[config.mk]
export PLATFORM = sky130hd
export DESIGN_NAME = rx_wake_poll
export DESIGN_NICKNAME = d
export VERILOG_FILES = /design/src/rtl/rxw_pkg.sv /design/src/rtl/rxw_sync_edge.sv /design/src/rtl/rxw_pulse_meter.sv /design/src/rtl/rxw_bit_judge.sv /design/src/rtl/rxw_sleep_timer.sv /design/src/rtl/rx_wake_poll.sv
export SDC_FILE = /design/constraint.sdc
export NUM_CORES = 1
export LEC_CHECK = 0
export BUFFER_PORTS_ARGS = -buffer_cell sky130_fd_sc_hd__buf_2
export CORE_MARGIN = 2
export CORE_UTILIZATION = 25
export DETAILED_ROUTE_END_ITERATION = 10
export SKIP_LAST_GASP = 1
export SYNTH_ARGS = -nofsm -noshare
export SYNTH_HDL_FRONTEND = slang
export SYNTH_SLANG_ARGS = --single-unit
export TNS_END_PERCENT = 30
[constraint.sdc]
create_clock -name clk -period 5.7 [get_ports clk]
set_input_delay 0 -clock clk [delete_from_list [all_inputs] [get_ports clk]]
set_output_delay 0 -clock clk [all_outputs]
set_load 0.01 [all_outputs]
[src/rtl/rxw_pkg.sv]
// Shared types and lookup functions for the wake-up controller.
// Assumes window values are in microseconds and fit in 10 bits.
package rxw_pkg;

    typedef enum logic [1:0] {
        ST_BYPASS = 2'd0,
        ST_SLEEP  = 2'd1,
        ST_POLL   = 2'd2,
        ST_RECV   = 2'd3
    } rxw_state_t;

    // Window length at the lowest bandwidth step, indexed by window code.
    function automatic logic [9:0] window_base_us(input logic [2:0] code);
        logic [9:0] w;
        case (code)
            3'd0:    w = 10'd570;
            3'd1:    w = 10'd532;
            3'd2:    w = 10'd494;
            3'd3:    w = 10'd457;
            3'd4:    w = 10'd419;
            3'd5:    w = 10'd381;
            3'd6:    w = 10'd343;
            default: w = 10'd305;
        endcase
        return w;
    endfunction

    // Consecutive valid runs needed to lock, indexed by the count code.
    function automatic logic [4:0] valid_need(input logic [1:0] code);
        logic [4:0] n;
        case (code)
            2'd0:    n = 5'd0;
            2'd1:    n = 5'd4;
            2'd2:    n = 5'd8;
            default: n = 5'd16;
        endcase
        return n;
    endfunction

endpackage

[src/rtl/rxw_sync_edge.sv]
// Multi-flop synchronizer for the asynchronous sliced data, plus edge detect.
// Assumes SYNC_STAGES >= 1; latency from din to dout is SYNC_STAGES cycles.
module rxw_sync_edge #(
    parameter int SYNC_STAGES = 2
) (
    input  logic clk,
    input  logic rst_n,
    input  logic din,
    output logic dout,
    output logic edge_seen
);

    logic [SYNC_STAGES-1:0] stg;
    logic                   prev_q;

    // Shift the raw input through the synchronizer chain.
    always_ff @(posedge clk) begin
        if (!rst_n) begin
            stg <= '0;
        end else begin
            stg[0] <= din;
            for (int i = 1; i < SYNC_STAGES; i++) begin
                stg[i] <= stg[i-1];
            end
        end
    end

    // Keep the previous synchronized value for edge detection.
    always_ff @(posedge clk) begin
        if (!rst_n) begin
            prev_q <= 1'b0;
        end else begin
            prev_q <= stg[SYNC_STAGES-1];
        end
    end

    assign dout      = stg[SYNC_STAGES-1];
    assign edge_seen = stg[SYNC_STAGES-1] ^ prev_q;

endmodule

[src/rtl/rxw_pulse_meter.sv]
// Measures the tick count between consecutive data edges.
// Counter saturates at its maximum. A measurement is reported only when
// an earlier edge in the same active period armed the meter.
module rxw_pulse_meter #(
    parameter int CNT_W = 10
) (
    input  logic             clk,
    input  logic             rst_n,
    input  logic             tick,
    input  logic             edge_seen,
    input  logic             active,
    output logic             meas_stb,
    output logic [CNT_W-1:0] meas_width
);

    localparam logic [CNT_W-1:0] CNT_MAX = '1;

    logic [CNT_W-1:0] cnt_q;
    logic             armed_q;

    // Count ticks since the last edge, restarting at each edge.
    always_ff @(posedge clk) begin
        if (!rst_n) begin
            cnt_q <= '0;
        end else if (edge_seen) begin
            cnt_q <= CNT_W'(tick);
        end else if (tick && (cnt_q != CNT_MAX)) begin
            cnt_q <= cnt_q + 1'b1;
        end
    end

    // Arm on the first edge of an active period; disarm when inactive.
    always_ff @(posedge clk) begin
        if (!rst_n) begin
            armed_q <= 1'b0;
        end else if (!active) begin
            armed_q <= 1'b0;
        end else if (edge_seen) begin
            armed_q <= 1'b1;
        end
    end

    assign meas_stb   = edge_seen && armed_q && active;
    assign meas_width = cnt_q;

endmodule

[src/rtl/rxw_bit_judge.sv]
// Classifies measured runs against the window and tracks run streaks.
// Signals lock when the valid streak reaches the needed count and give-up
// when the bad streak reaches BAD_LIMIT. Assumes need > 0 when used.
module rxw_bit_judge #(
    parameter int CNT_W     = 10,
    parameter int BAD_LIMIT = 4
) (
    input  logic             clk,
    input  logic             rst_n,
    input  logic             clear,
    input  logic             meas_stb,
    input  logic [CNT_W-1:0] meas_width,
    input  logic [2:0]       win_code,
    input  logic [1:0]       bw_code,
    input  logic [4:0]       need,
    output logic             lock_hit,
    output logic             give_up
);

    import rxw_pkg::*;

    localparam int BAD_W = $clog2(BAD_LIMIT + 1);

    logic [9:0]       win_us;
    logic             is_long;
    logic [4:0]       vrun_q;
    logic [4:0]       vrun_nx;
    logic [BAD_W-1:0] brun_q;

    // Window for the selected code, halved once per bandwidth step.
    always_comb begin
        win_us  = window_base_us(win_code) >> bw_code;
        is_long = 32'(meas_width) > 32'(win_us);
        vrun_nx = vrun_q + 5'd1;
    end

    // Update the consecutive valid and bad streak counters.
    always_ff @(posedge clk) begin
        if (!rst_n || clear) begin
            vrun_q <= '0;
            brun_q <= '0;
        end else if (meas_stb) begin
            if (is_long) begin
                vrun_q <= vrun_nx;
                brun_q <= '0;
            end else begin
                vrun_q <= '0;
                brun_q <= brun_q + 1'b1;
            end
        end
    end

    assign lock_hit = meas_stb && is_long && (vrun_nx == need);
    assign give_up  = meas_stb && !is_long &&
                      (brun_q == BAD_W'(BAD_LIMIT - 1));

endmodule

[src/rtl/rxw_sleep_timer.sv]
// Counts ticks while sleeping and flags expiry of the selected interval.
// Interval is SLEEP_BASE_TICKS shifted left by the 3-bit code.
module rxw_sleep_timer #(
    parameter int SLEEP_BASE_TICKS = 10000
) (
    input  logic       clk,
    input  logic       rst_n,
    input  logic       tick,
    input  logic       run,
    input  logic [2:0] code,
    output logic       expire
);

    localparam int SLEEP_W = $clog2(SLEEP_BASE_TICKS * 128 + 1);

    logic [SLEEP_W-1:0] len;
    logic [SLEEP_W-1:0] cnt_q;

    // Interval length for the selected code.
    always_comb begin
        len = SLEEP_W'(SLEEP_BASE_TICKS) << code;
    end

    assign expire = run && (cnt_q == len);

    // Advance on ticks while running; clear otherwise.
    always_ff @(posedge clk) begin
        if (!rst_n || !run) begin
            cnt_q <= '0;
        end else if (tick && !expire) begin
            cnt_q <= cnt_q + 1'b1;
        end
    end

endmodule

[src/rtl/rx_wake_poll.sv]
// Top of the duty-cycled wake-up controller. Sequences bypass, sleep,
// poll and locked-receive states; gates power and data accordingly.
// Assumes us_tick is a single-cycle pulse in the clk domain.
module rx_wake_poll #(
    parameter int SLEEP_BASE_TICKS = 10000,
    parameter int CNT_W            = 10,
    parameter int SYNC_STAGES      = 2,
    parameter int BAD_LIMIT        = 4
) (
    input  logic       clk,
    input  logic       rst_n,
    input  logic       us_tick,
    input  logic       data_in,
    input  logic       cfg_poll_en,
    input  logic [2:0] cfg_sleep_code,
    input  logic [2:0] cfg_win_code,
    input  logic [1:0] cfg_need_code,
    input  logic [1:0] cfg_bw_code,
    output logic       rx_pwr_en,
    output logic       data_out,
    output logic       link_up
);

    import rxw_pkg::*;

    rxw_state_t       state_q, state_nx;
    logic             en_q;
    logic             data_s;
    logic             edge_seen;
    logic             polling;
    logic             meas_stb;
    logic [CNT_W-1:0] meas_width;
    logic             lock_hit;
    logic             give_up;
    logic             sleep_done;
    logic [4:0]       need;

    assign polling = (state_q == ST_POLL);
    assign need    = valid_need(cfg_need_code);

    rxw_sync_edge #(
        .SYNC_STAGES(SYNC_STAGES)
    ) u_sync (
        .clk       (clk),
        .rst_n     (rst_n),
        .din       (data_in),
        .dout      (data_s),
        .edge_seen (edge_seen)
    );

    rxw_pulse_meter #(
        .CNT_W(CNT_W)
    ) u_meter (
        .clk        (clk),
        .rst_n      (rst_n),
        .tick       (us_tick),
        .edge_seen  (edge_seen),
        .active     (polling),
        .meas_stb   (meas_stb),
        .meas_width (meas_width)
    );

    rxw_bit_judge #(
        .CNT_W    (CNT_W),
        .BAD_LIMIT(BAD_LIMIT)
    ) u_judge (
        .clk        (clk),
        .rst_n      (rst_n),
        .clear      (!polling),
        .meas_stb   (meas_stb),
        .meas_width (meas_width),
        .win_code   (cfg_win_code),
        .bw_code    (cfg_bw_code),
        .need       (need),
        .lock_hit   (lock_hit),
        .give_up    (give_up)
    );

    rxw_sleep_timer #(
        .SLEEP_BASE_TICKS(SLEEP_BASE_TICKS)
    ) u_sleep (
        .clk    (clk),
        .rst_n  (rst_n),
        .tick   (us_tick),
        .run    (state_q == ST_SLEEP),
        .code   (cfg_sleep_code),
        .expire (sleep_done)
    );

    // Remember the enable so only a fresh rise starts a sleep.
    always_ff @(posedge clk) begin
        if (!rst_n) begin
            en_q <= 1'b0;
        end else begin
            en_q <= cfg_poll_en;
        end
    end

    // Next-state selection for the duty-cycle sequencer.
    always_comb begin
        state_nx = state_q;
        case (state_q)
            ST_BYPASS: if (cfg_poll_en && !en_q) state_nx = ST_SLEEP;
            ST_SLEEP: begin
                if (!cfg_poll_en)    state_nx = ST_BYPASS;
                else if (sleep_done) state_nx = ST_POLL;
            end
            ST_POLL: begin
                if (!cfg_poll_en)                state_nx = ST_BYPASS;
                else if (need == 5'd0 || lock_hit) state_nx = ST_RECV;
                else if (give_up)                state_nx = ST_SLEEP;
            end
            default: if (!cfg_poll_en) state_nx = ST_BYPASS;
        endcase
    end

    // State register.
    always_ff @(posedge clk) begin
        if (!rst_n) begin
            state_q <= ST_BYPASS;
        end else begin
            state_q <= state_nx;
        end
    end

    assign rx_pwr_en = (state_q != ST_SLEEP);
    assign data_out  = data_s && ((state_q == ST_BYPASS) || (state_q == ST_RECV));
    assign link_up   = (state_q == ST_RECV);

endmodule

==> impl_metrics.py <==
metrics = {
    "run_status": {
        "status": "finished, final reports clean",
    },
    "sta": {
        "max_clock_freq_mhz": 311,
        "worst_slew_pin_slew_ns": 0.910,
        "slew_headroom": 0.392,
        "finalMaxSlewViolations": 0,
        "finClkSkew_ns": 0.00517,
        "setup_viol": 0,
        "period_needed_ns": 3.21,
        "fin_crit_sh": 0.564,
        "hold_viol_final": 0,
        "worst_slack_ns": 2.49,
        "tns_ns": 0,
        "hold_ws_ns": 0.0387,
        "rsz0062_at_grt": "no",
    },
    "detailed_routing": {
        "drcViolationCount": 0,
        "wire_per_inst_um": 12.8,
        "vias_per_cell": 5.10,
        "drt_pre_antenna_iters": 4,
        "routed_wl_mm": 8.12,
        "via_count": 3236,
        "drt_iter0_markers": 110,
        "final_antenna_net_count": 0,
    },
    "floorplanning": {
        "initial_core_util": 0.253,
        "core_mm2": 0.0138,
        "std_cell_rows": 43,
        "die_w_um": 122,
        "die_h_um": 122,
        "die-area_mm2": 0.0149,
        "io_pins": 18,
    },
    "global_routing": {
        "track_usage": 0.110,
        "grt_max_degree": 23,
        "grt-ovfl-total": 0,
        "grt_pass1_wl_mm": 13.6,
        "grt_pass1_vias": 3074,
        "antenna_found_initial": 0,
    },
    "synth": {
        "syn-num-nets": 491,
        "syn_area_mm2": 0.00349,
        "synthXorXnorAreaFrac": 0.0448,
        "ys.flop_type": "dfxtp_1",
        "ys_ff_latch": 46,
        "synth_mux_area_frac": 0.0326,
        "synth-edff-count": 0,
        "synth-simple-area-share": 0.270,
        "synth_seq_area_share": 0.264,
        "yosysUniqueCellTypes": 64,
        "synthAdderAreaFrac": 0.108,
        "async_flop_share": 0,
        "netlist_instances": 446,
        "synth_warnings": 0,
        "synth_top_family_by_area": "simple AND/OR/NAND/NOR gates",
        "synth.avg_cell_area_um2": 7.82,
        "synth_compound_area_frac": 0.233,
    },
    "clocking": {
        "clk_pin_slew_ns": 0.06,
        "clk_path_buf_depth": 2,
        "hold_buffers": 1,
        "cts_root_buf": "clkbuf_16",
        "cts-resized-gates": 0,
        "clk_latency_ns": 0.29,
        "htree_levels": 2,
        "clock-sinks": 46,
        "post_cts_buffers": 0,
        "cts_tree": "built",
        "numCtsBuffers": 5,
    },
    "setup_path": {
        "path_max_fanout": 11,
        "arrival_ns": 3.37,
        "slowest_delay_ns": 0.58,
        "worstPathRequired_ns": 5.86,
        "crit_path_start_kind": "input pin",
        "end_kind": "flop",
        "worst-setup-path-type": "in2reg",
        "path_cells": "buf_2 -> inv_1 -> ha_1 -> inv_1 -> nand3_1 -> o21ai_0 -> o21ai_0 -> a21oi_1 -> mux2i_1 -> ha_1 -> and4_1 -> o21a_1 -> o21a_1 -> o31ai_1 -> buf_4 -> or4_1 -> a221oi_2 -> o32ai_1",
        "slowest_stage": "or4_1",
    },
    "pwr": {
        "powerDensity_mw_per_mm2": 206,
        "p_leak_nw": 1.35,
        "p_total_mw": 0.795,
        "ir_drop_mv": 0.176,
    },
    "placement": {
        "placed_area_mm2": 0.00372,
        "dp.cells": 627,
        "io_buffers": 17,
        "gp_congestion": 0.839,
        "place_ws_ns": 2.24,
        "hpwl_mm": 6.03,
    },
    "flow_run": {
        "drv_cap": 0,
    },
    "finish": {
        "final_common_cell": "dfxtp_1",
        "fin_util": 0.281,
        "final_cell_mix": "46 x dfxtp_1, 44 x nor2_1, 43 x nand2_1, 34 x a21oi_1, 30 x ha_1",
        "final_area_mm2": 0.00387,
        "diodes": 0,
        "nNetsFinal": 500,
        "stdcell_count": 635,
        "n_fill_cell": 1535,
        "drive_gt1_frac": 0.0967,
        "syn2layout_area_growth_pct": 10.9,
    },
    "hold_path": {
        "hold_class": "in2reg",
    },
}
## synth_stat cells (4+ instances only)
master     n  area, um^2
a21oi_1   34         170
a21oi_2    8        70.1
and2_1     5        31.3
and4_1     4        35.0
clkbuf_1  12        45.0
dfxtp_1   46         921
ha_1      30         375
inv_1     22        82.6
mux2i_1    8        80.1
nand2_1   43         161
nand2b_1   5        31.3
nand3_1   15        75.1
nand4_1    9        56.3
nor2_1    44         165
nor2b_1    8        50.1
nor3_1     8        40.0
o21a_1     5        37.5
o21ai_0   24         120
o21ai_1    8        40.0
o31ai_1    9        67.6
or3_1     16         100
or4_1      9        67.6
xnor2_1    9        78.8
xor2_1     7        61.3
## flip-flops by register name (all words and copies together) (netlist names), 2 cells and up
name / count
state_q: 2
u_judge.brun_q: 3
u_judge.vrun_q: 5
u_meter.meas_width: 10
u_sleep.cnt_q: 21
u_sync.stg: 2
## per-layer routing
layer | up-vias | wire length, um | GRT usage
met5 | - | 0 | 0
met4 | 0 | 167 | 0.0481
met3 | 10 | 147 | 0.0159
met2 | 37 | 4000 | 0.198
met1 | 1546 | 3810 | 0.130
li1 | 1643 | - | -
## where the power goes
group	internal [mW]	leakage (nW)	switching, mW	total [mW]
clock network	0.160	0.0629	0.122	0.283
logic	0.0671	0.918	0.107	0.175
registers	0.329	0.372	0.00869	0.338
## worst max-delay path, delay by kind of cell
kind                     cells  cell delay (ns)
AO/OA/AOI/OAI                8             1.26
AND/OR/NAND/NOR              3             0.93
adder cells (fa/ha/maj)      2             0.58
buffers and inverters        4             0.48
multiplexers                 1             0.12
## final cells by class
| cell class | count | area (um^2) | share of cell area |
|---|---|---|---|
| Multi-Input combinational cell | 361 | 2400 | 0.621 |
| Sequential cell | 46 | 921 | 0.238 |
| Tap cell | 180 | 225 | 0.0582 |
| Clock buffer | 6 | 129 | 0.0333 |
| Timing Repair Buffer | 19 | 103 | 0.0265 |
| Inverter | 22 | 82.6 | 0.0213 |
| Clock inverter | 1 | 7.51 | 0.00194 |
## path summary, 6_finish.rpt
check	start	to	slack, ns	depth (start not counted)
worst max register to register	u_sleep.cnt_q[0]	u_sleep.cnt_q[14]	2.71	8
worst min-delay path	rst_n	state_q[0]	0.04	3
worst max-delay path	cfg_win_code[0]	state_q[1]	2.49	18
worst min register to register	u_sync.stg[0]	u_sync.stg[1]	0.46	1
## cell families (layout without fill, tap and decap cells)
family,Yosys count,count (layout)
muxes,10,10
and+or+nand+nor,182,182
xor gates and xnor gates,17,17
AOI/OAI and AO/OA,122,122
DFF,46,46
adders and majority gates,30,30
buffers and inverters,39,48
(Power assumes the default switching activity.)
